<file path="src/rtl/fcc_pkg.sv">
package fcc_pkg;
  localparam logic [7:0] CMD_KEY = 8'hA5;

  typedef enum logic [5:0] {
    OP_WRITE_PAGE = 6'h01,
    OP_ERASE_PAGE = 6'h02,
    OP_CLEAR_PB   = 6'h03,
    OP_LOCK       = 6'h04,
    OP_UNLOCK     = 6'h05,
    OP_ERASE_ALL  = 6'h06,
    OP_QREAD      = 6'h0C,
    OP_QREAD_USER = 6'h0F
  } fcc_op_e;

  function automatic logic op_known(input logic [5:0] op);
    case (op)
      OP_WRITE_PAGE, OP_ERASE_PAGE, OP_CLEAR_PB, OP_LOCK,
      OP_UNLOCK, OP_ERASE_ALL, OP_QREAD, OP_QREAD_USER: return 1'b1;
      default: return 1'b0;
    endcase
  endfunction

  function automatic logic op_is_quick(input logic [5:0] op);
    return (op == OP_QREAD) || (op == OP_QREAD_USER);
  endfunction

  function automatic logic op_targets_page(input logic [5:0] op);
    return (op == OP_WRITE_PAGE) || (op == OP_ERASE_PAGE);
  endfunction

  function automatic int op_cycles(input logic [5:0] op, input int page_lat,
                                   input int all_lat, input int misc_lat);
    if (op_targets_page(op)) return page_lat;
    if (op == OP_ERASE_ALL) return all_lat;
    return misc_lat;
  endfunction
endpackage

</file>
<file path="src/rtl/fcc_decode.sv">
module fcc_decode #(
  parameter int PAGE_W     = 8,
  parameter int BOOT_PAGES = 8
) (
  input  logic              cmd_wr,
  input  logic [31:0]       cmd_wdata,
  input  logic              busy,
  input  logic [15:0]       locks,
  output logic              accept,
  output logic              prog_err,
  output logic              lock_err,
  output logic [5:0]        op,
  output logic [PAGE_W-1:0] page
);
  import fcc_pkg::*;

  localparam logic [PAGE_W:0] BOOT_LIM = (PAGE_W+1)'(BOOT_PAGES);

  logic       key_ok;
  logic       bad;
  logic       guarded;
  logic [3:0] region;
  logic       unused_fields;

  assign op     = cmd_wdata[5:0];
  assign page   = cmd_wdata[8 +: PAGE_W];
  assign region = page[PAGE_W-1 -: 4];
  assign key_ok = cmd_wdata[31:24] == CMD_KEY;
  assign unused_fields = ^{cmd_wdata[7:6], cmd_wdata[23:8+PAGE_W]};

  always_comb begin
    bad     = !key_ok || !op_known(op) || busy;
    guarded = (op_targets_page(op) && (locks[region] || ({1'b0, page} < BOOT_LIM)))
            || ((op == OP_ERASE_ALL) && (|locks));
    prog_err = cmd_wr && bad;
    lock_err = cmd_wr && !bad && guarded;
    accept   = cmd_wr && !bad && !guarded;
  end
endmodule

</file>
<file path="src/rtl/fcc_seq.sv">
module fcc_seq #(
  parameter int PAGE_W   = 8,
  parameter int PAGE_LAT = 16,
  parameter int ALL_LAT  = 64,
  parameter int MISC_LAT = 2
) (
  input  logic              clk,
  input  logic              rst_n,
  input  logic              accept,
  input  logic [5:0]        op_in,
  input  logic [PAGE_W-1:0] page_in,
  input  logic              rd_req,
  output logic              pending,
  output logic              running,
  output logic              start,
  output logic              done,
  output logic [5:0]        op_q,
  output logic [PAGE_W-1:0] page_q
);
  localparam int HI_A    = (ALL_LAT > PAGE_LAT) ? ALL_LAT : PAGE_LAT;
  localparam int MAX_LAT = (HI_A > MISC_LAT) ? HI_A : MISC_LAT;
  localparam int CNT_W   = $clog2(MAX_LAT + 1);

  logic [CNT_W-1:0] cnt;
  int               lat;

  assign lat   = fcc_pkg::op_cycles(op_q, PAGE_LAT, ALL_LAT, MISC_LAT);
  assign start = pending && !rd_req;
  assign done  = running && (cnt == '0);

  always_ff @(posedge clk or negedge rst_n) begin
    if (!rst_n) begin
      pending <= 1'b0;
      running <= 1'b0;
      cnt     <= '0;
      op_q    <= '0;
      page_q  <= '0;
    end else if (accept) begin
      pending <= 1'b1;
      op_q    <= op_in;
      page_q  <= page_in;
    end else if (start) begin
      pending <= 1'b0;
      running <= 1'b1;
      cnt     <= CNT_W'(lat - 1);
    end else if (done) begin
      running <= 1'b0;
    end else if (running) begin
      cnt <= cnt - 1'b1;
    end
  end
endmodule

</file>
<file path="src/rtl/fcc_locks.sv">
module fcc_locks (
  input  logic        clk,
  input  logic        rst_n,
  input  logic        done,
  input  logic [5:0]  op,
  input  logic [3:0]  region,
  output logic [15:0] locks
);
  import fcc_pkg::*;

  for (genvar g = 0; g < 16; g++) begin : g_region
    always_ff @(posedge clk or negedge rst_n) begin
      if (!rst_n) locks[g] <= 1'b0;
      else if (done && (region == 4'(g))) begin
        if (op == OP_LOCK) locks[g] <= 1'b1;
        else if (op == OP_UNLOCK) locks[g] <= 1'b0;
      end
    end
  end
endmodule

</file>
<file path="src/rtl/fcc_pagebuf.sv">
module fcc_pagebuf #(
  parameter int WORDS = 16,
  localparam int AW   = $clog2(WORDS)
) (
  input  logic          clk,
  input  logic          rst_n,
  input  logic          wr,
  input  logic [AW-1:0] waddr,
  input  logic [31:0]   wdata,
  input  logic          clr,
  input  logic [AW-1:0] raddr,
  output logic [31:0]   rdata
);
  logic [31:0] mem [WORDS];

  for (genvar w = 0; w < WORDS; w++) begin : g_word
    always_ff @(posedge clk or negedge rst_n) begin
      if (!rst_n) mem[w] <= '1;
      else if (clr) mem[w] <= '1;
      else if (wr && (waddr == AW'(w))) mem[w] <= wdata;
    end
  end

  assign rdata = mem[raddr];
endmodule

</file>
<file path="src/rtl/flash_cmd_ctrl.sv">
module flash_cmd_ctrl #(
  parameter int PAGES      = 256,
  parameter int BOOT_PAGES = 8,
  parameter int PB_WORDS   = 16,
  parameter int PAGE_LAT   = 16,
  parameter int ALL_LAT    = 64,
  parameter int MISC_LAT   = 2,
  localparam int PAGE_W    = $clog2(PAGES),
  localparam int PB_AW     = $clog2(PB_WORDS)
) (
  input  logic             clk,
  input  logic             rst_n,
  input  logic             cmd_wr,
  input  logic [31:0]      cmd_wdata,
  input  logic             ctl_wr,
  input  logic [31:0]      ctl_wdata,
  input  logic             stat_rd,
  output logic [31:0]      stat_rdata,
  input  logic             rd_req,
  output logic             rd_stall,
  input  logic             pb_wr,
  input  logic [PB_AW-1:0] pb_waddr,
  input  logic [31:0]      pb_wdata,
  input  logic [PB_AW-1:0] pb_raddr,
  output logic [31:0]      pb_rdata,
  output logic             irq
);
  import fcc_pkg::*;

  logic              cmd_accept, cmd_prog_err, cmd_lock_err;
  logic              exec_start, exec_done, exec_quick;
  logic              pending, running;
  logic [5:0]        dec_op, op_q;
  logic [PAGE_W-1:0] dec_page, page_q;
  logic [15:0]       locks;
  logic              prog_err_q, lock_err_q, irq_en_q, irq_pend_q;
  logic              unused_ctl;

  assign unused_ctl = ^ctl_wdata[31:1];
  assign exec_quick = op_is_quick(op_q);

  fcc_decode #(.PAGE_W(PAGE_W), .BOOT_PAGES(BOOT_PAGES)) u_dec (
    .cmd_wr(cmd_wr), .cmd_wdata(cmd_wdata), .busy(pending || running),
    .locks(locks), .accept(cmd_accept), .prog_err(cmd_prog_err),
    .lock_err(cmd_lock_err), .op(dec_op), .page(dec_page)
  );

  fcc_seq #(.PAGE_W(PAGE_W), .PAGE_LAT(PAGE_LAT), .ALL_LAT(ALL_LAT),
            .MISC_LAT(MISC_LAT)) u_seq (
    .clk(clk), .rst_n(rst_n), .accept(cmd_accept), .op_in(dec_op),
    .page_in(dec_page), .rd_req(rd_req), .pending(pending),
    .running(running), .start(exec_start), .done(exec_done),
    .op_q(op_q), .page_q(page_q)
  );

  fcc_locks u_locks (
    .clk(clk), .rst_n(rst_n), .done(exec_done), .op(op_q),
    .region(page_q[PAGE_W-1 -: 4]), .locks(locks)
  );

  fcc_pagebuf #(.WORDS(PB_WORDS)) u_pb (
    .clk(clk), .rst_n(rst_n), .wr(pb_wr), .waddr(pb_waddr),
    .wdata(pb_wdata), .clr(exec_done && (op_q == OP_CLEAR_PB)),
    .raddr(pb_raddr), .rdata(pb_rdata)
  );

  always_ff @(posedge clk or negedge rst_n) begin
    if (!rst_n) begin
      prog_err_q <= 1'b0;
      lock_err_q <= 1'b0;
      irq_en_q   <= 1'b0;
      irq_pend_q <= 1'b0;
    end else begin
      if (cmd_prog_err)  prog_err_q <= 1'b1;
      else if (stat_rd)  prog_err_q <= 1'b0;
      if (cmd_lock_err)  lock_err_q <= 1'b1;
      else if (stat_rd)  lock_err_q <= 1'b0;
      if (ctl_wr)        irq_en_q   <= ctl_wdata[0];
      if (cmd_accept)    irq_pend_q <= 1'b0;
      else if (exec_done && !exec_quick) irq_pend_q <= 1'b1;
    end
  end

  assign stat_rdata = {locks, 12'd0, irq_en_q, lock_err_q, prog_err_q,
                       !(pending || running)};
  assign rd_stall   = rd_req && running;
  assign irq        = irq_en_q && irq_pend_q;
endmodule

</file>
<file path="config.mk">
export PLATFORM = sky130hd
export DESIGN_NAME = flash_cmd_ctrl
export DESIGN_NICKNAME = d
export VERILOG_FILES = /design/src/rtl/fcc_pkg.sv /design/src/rtl/fcc_decode.sv /design/src/rtl/fcc_seq.sv /design/src/rtl/fcc_locks.sv /design/src/rtl/fcc_pagebuf.sv /design/src/rtl/flash_cmd_ctrl.sv
export SDC_FILE = /design/constraint.sdc
export NUM_CORES = 1
export LEC_CHECK = 0
export BUFFER_PORTS_ARGS = -buffer_cell sky130_fd_sc_hd__buf_4
export CAP_MARGIN = 20
export CELL_PAD_IN_SITES_DETAIL_PLACEMENT = 1
export CELL_PAD_IN_SITES_GLOBAL_PLACEMENT = 1
export CORE_MARGIN = 2
export CORE_UTILIZATION = 40
export DETAILED_ROUTE_END_ITERATION = 16
export PLACE_DENSITY = 0.75
export SLEW_MARGIN = 20
export SYNTH_ARGS = -nofsm -noshare
export SYNTH_HDL_FRONTEND = slang
export SYNTH_HIERARCHICAL = 1
export SYNTH_SLANG_ARGS = --single-unit
</file>
<file path="constraint.sdc">
create_clock -name clk -period 2.76 [get_ports clk]
set_clock_uncertainty 0.1 [all_clocks]
set_input_delay 0.138 -clock clk [delete_from_list [all_inputs] [get_ports clk]]
set_output_delay 0.138 -clock clk [all_outputs]
set_load 0.02 [all_outputs]
</file>
==> summary.md <==
| Metric | Value |
|---|---|
| Final ANT Viol Nets | 0 |
| Max Root-Sink Buffers | 3 |
| Later-pin clock latency in the skew report | 630 ps |
| Root Driver | clkbuf_16 |
| Worst r2r dst | u_seq/page_q[5]$_DFFE_PN0P_ |
| Layout Nets | approximately 2500 |
| Total GRT Usage | a little over a quarter |
| Gate power share | about 18% |
| Hold path startpoint | pb_waddr[2] |
| Die W | about 270 um |
| Met3 usage | ~4.3% |
| Iter 0 DRT Violations | 2129 |
| Slew headroom | between 30% and 40% |
| Drt total wl | around 99000 um |
| Crit Path Category | flop to flop |
| Slew Viols, Final | 0 |
| Leakage power | 17.68 nW |
| Placer's final routability congestion estimate | between 0.7 and 0.8 |
| WP data arrival | 3160 ps |
| Initial antenna violation count | 4 |
| Slowest cell on the critical path | dfrtp_1 |
| Num Clock Sinks | between 500 and 600 |
| DIE AREA | 73700 um2 |
| Number of remaining DRC errors | 0 |
| Hold Path End | u_pb/mem[432]$_DFFE_PN1P_ |
| Data required time at the worst endpoint | roughly 3200 ps |
| Pwr Density | between 700 and 800 nW/um2 |
| Final Util | about 47% |
| Detailed-route via count | between 20000 and 25000 |
| Core Region | just over 70000 um2 |
| CP max stage delay | around 400 ps |
| Wire length per cell | a little under 30 um |
| Crit-path cells | or2_2 > nor4b_4 > nand2_2 > a2111oi_4 > nand2_1 > and2b_2 > buf_6 > mux2_2 |
| Fin crit period | 2754 ps |
| Period utilization | about 100% |
| Buf+Inv Stages, Crit Path | 1 |
| Synthesized cell area | between 20000 and 30000 um2 |
| Sw Pwr | approximately 6.3 mW |
| Clock slew seen by the registers of the worst setup and hold paths | 60 ps |
| Int Power | between 15 and 20 mW |
| Share of cells above drive strength 1 | between 40% and 50% |
| DP Wirelength | around 58000 um |
| Ports | approximately 180 |
| Worst Hold Class | input port to flop |
| Final Setup Violations | 0 |
| RR Startpoint | u_seq/running$_DFFE_PN0P_ |
| Final hold slack | roughly 40 ps |
| Inserted Diodes | 0 |
| Die Span Y | between 200 and 300 um |
| CP Capture Type | flop |
| Global routing usage on met1 | 35.11% |
| IO Port Bufs | 120 |
| Peak VDD IR | about 540 uV |
| Inserted Clock Buffers | 59 |
| Gr ovfl total | 0 |
| Worst reg2reg path depth | 8 |
| TritonCTS clock tree | yes |
| GRT Max-Usage Layer | met2 |
| Hold Path Stages | 4 |
| Syn-to-layout area delta | 15.96% |
| Largest net degree at the start of global routing | between 100 and 150 |
| CTS HTree Levels | 2 |
| Vias/cell | between 6 and 7 |
| Syn_area_per_cell | roughly 12 um2 |
| Clk pwr share | between 30% and 40% |
| Detailed Routing Iterations Pass 1 | 5 |
| Top delay family on crit path | simple AND/OR/NAND/NOR gates |
| Flop pwr share | approximately half |
| Setup crit start kind | flop |
| Switching Fraction | around a quarter |
| Fmax achieved | between 300 and 400 MHz |
| M2 GR Usage | a little over two fifths |
| Max FO, Critical Path | 9 |
| Initial Util | 40.24% |
| First-pass GRT wire length | roughly 150000 um |
| Worst-Margin Slew | around 960 ps |
| # Max-Cap Violations | 0 |
| Final-report hold violation count | 0 |
| Syn Inst Count | approximately 2300 |
| Vias in the first global route | 24340 |
| Worst R2R Setup Slack | 6 ps |
| Core Rows | just under 100 |
| Status | finished, final reports clean |
| Synthesis Warnings | 6 |
[repair_timing]
item                                    4_1_cts  5_1_grt
pin swaps                                     0        3
hold buffers                                 50        0
endpoints found under the setup margin       18       21
hold endpoints to repair                    629        0
gates resized for setup                       2       10
buffers inserted                              0        3
[cell usage in the layout (no fill, tap or decap), types with 3 or more instances in the layout]
cell,count
nor4b_2,4
nand3_1,11
a22oi_1,64
nand2_2,17
ha_1,6
dfrtp_1,39
nand2_1,43
mux2_2,11
buf_4,200
clkbuf_1,13
bufinv_16,6
nor3_1,3
mux2i_1,19
or2_2,3
nor2b_1,3
o21ai_1,4
and2_1,3
nor2b_4,3
mux4_2,130
a31oi_1,5
nor3b_1,3
inv_1,25
a211o_1,512
conb_1,12
nor4_1,5
nor2_1,12
a21o_1,3
clkbuf_16,60
clkinv_2,10
clkbuf_8,15
buf_12,31
dfstp_2,512
dlygate4sd3_1,50
nor4_2,5
and3_1,513
[layer usage]
metal | up-vias | part of all wire, %
li1 | 9037 | -
met1 | 11870 | 42
met2 | 830 | 48
met3 | 229 | 6.4
met4 | 6 | 3.9
met5 | - | 0.032
[stage by stage]
step | std cells | power (mW) | TNS (ps) | worst slack, ps | cell area (um2)
finish | 3363 | 24.26 | 0 | 6.481 | 33190
global route | 3363 | 25.15 | -177.5 | -38.34 | 33190
CTS | 3360 | 24.36 | 0 | 38.27 | 33120
detailed placement | 3205 | 15.94 | -2255 | -158.1 | 30610
global placement | 3205 | 15.57 | -23.26 | -23.26 | 30610
floorplan | 2348 | 14.34 | 0 | 82.20 | 28660
[power by group through the flow]
stage / registers [mW] / clock network [mW] / logic, mW
6_report: 11.7 / 8.28 / 4.32
5_1_grt: 11.8 / 8.71 / 4.60
4_1_cts: 11.6 / 8.42 / 4.31
3_5_place_dp: 11.7 / 0 / 4.21
3_3_place_gp: 11.6 / 0 / 4.01
2_1_floorplan: 11.4 / 0 / 2.97
[worst register-to-register path, cell delays in order (launching register included)]
cell	delay (ps)
dfrtp_1	400
or2_2	340
nor4b_4	310
nand2_2	140
a2111oi_4	380
nand2_1	150
and2b_2	310
buf_6	160
mux2_2	350
[state kept, by name, indices dropped and copies added, names as in the netlist]
name,cells
irq_en_q,1
irq_pend_q,1
lock_err_q,1
prog_err_q,1
u_locks/locks,16
u_pb/mem,512
u_seq/cnt,7
u_seq/op_q,6
u_seq/page_q,4
u_seq/pending,1
u_seq/running,1
[final cells by class]
class / count / area [um2]
Fill cell: 7240 / 37930
Clock inverter: 18 / 255.2
Inverter: 26 / 97.59
Multi-Input combinational cell: 1446 / 12800
Tap cell: 950 / 1189
Clock buffer: 87 / 1743
Sequential cell: 551 / 14430
Timing Repair Buffer: 285 / 2674
[how the worst max path moves through the flow]
| stage | startpoint | slack, ps | depth (start not counted) | end |
|---|---|---|---|---|
| 2_1_floorplan | u_seq/running$_DFFE_PN0P_ | 80 | 9 | u_seq/op_q[0]$_DFFE_PN0P_ |
| 3_3_place_gp | u_seq/pending$_DFFE_PN0P_ | -20 | 10 | u_seq/cnt[3]$_DFFE_PN0P_ |
| 3_5_place_dp | u_seq/pending$_DFFE_PN0P_ | -160 | 8 | u_seq/page_q[4]$_DFFE_PN0P_ |
| 4_1_cts | u_seq/pending$_DFFE_PN0P_ | 40 | 10 | u_seq/cnt[3]$_DFFE_PN0P_ |
| 5_1_grt | u_seq/running$_DFFE_PN0P_ | -40 | 10 | u_seq/cnt[3]$_DFFE_PN0P_ |
| 6_report | u_seq/running$_DFFE_PN0P_ | 6 | 8 | u_seq/page_q[5]$_DFFE_PN0P_ |
No activity file was read; power rests on OpenSTA's default activity.
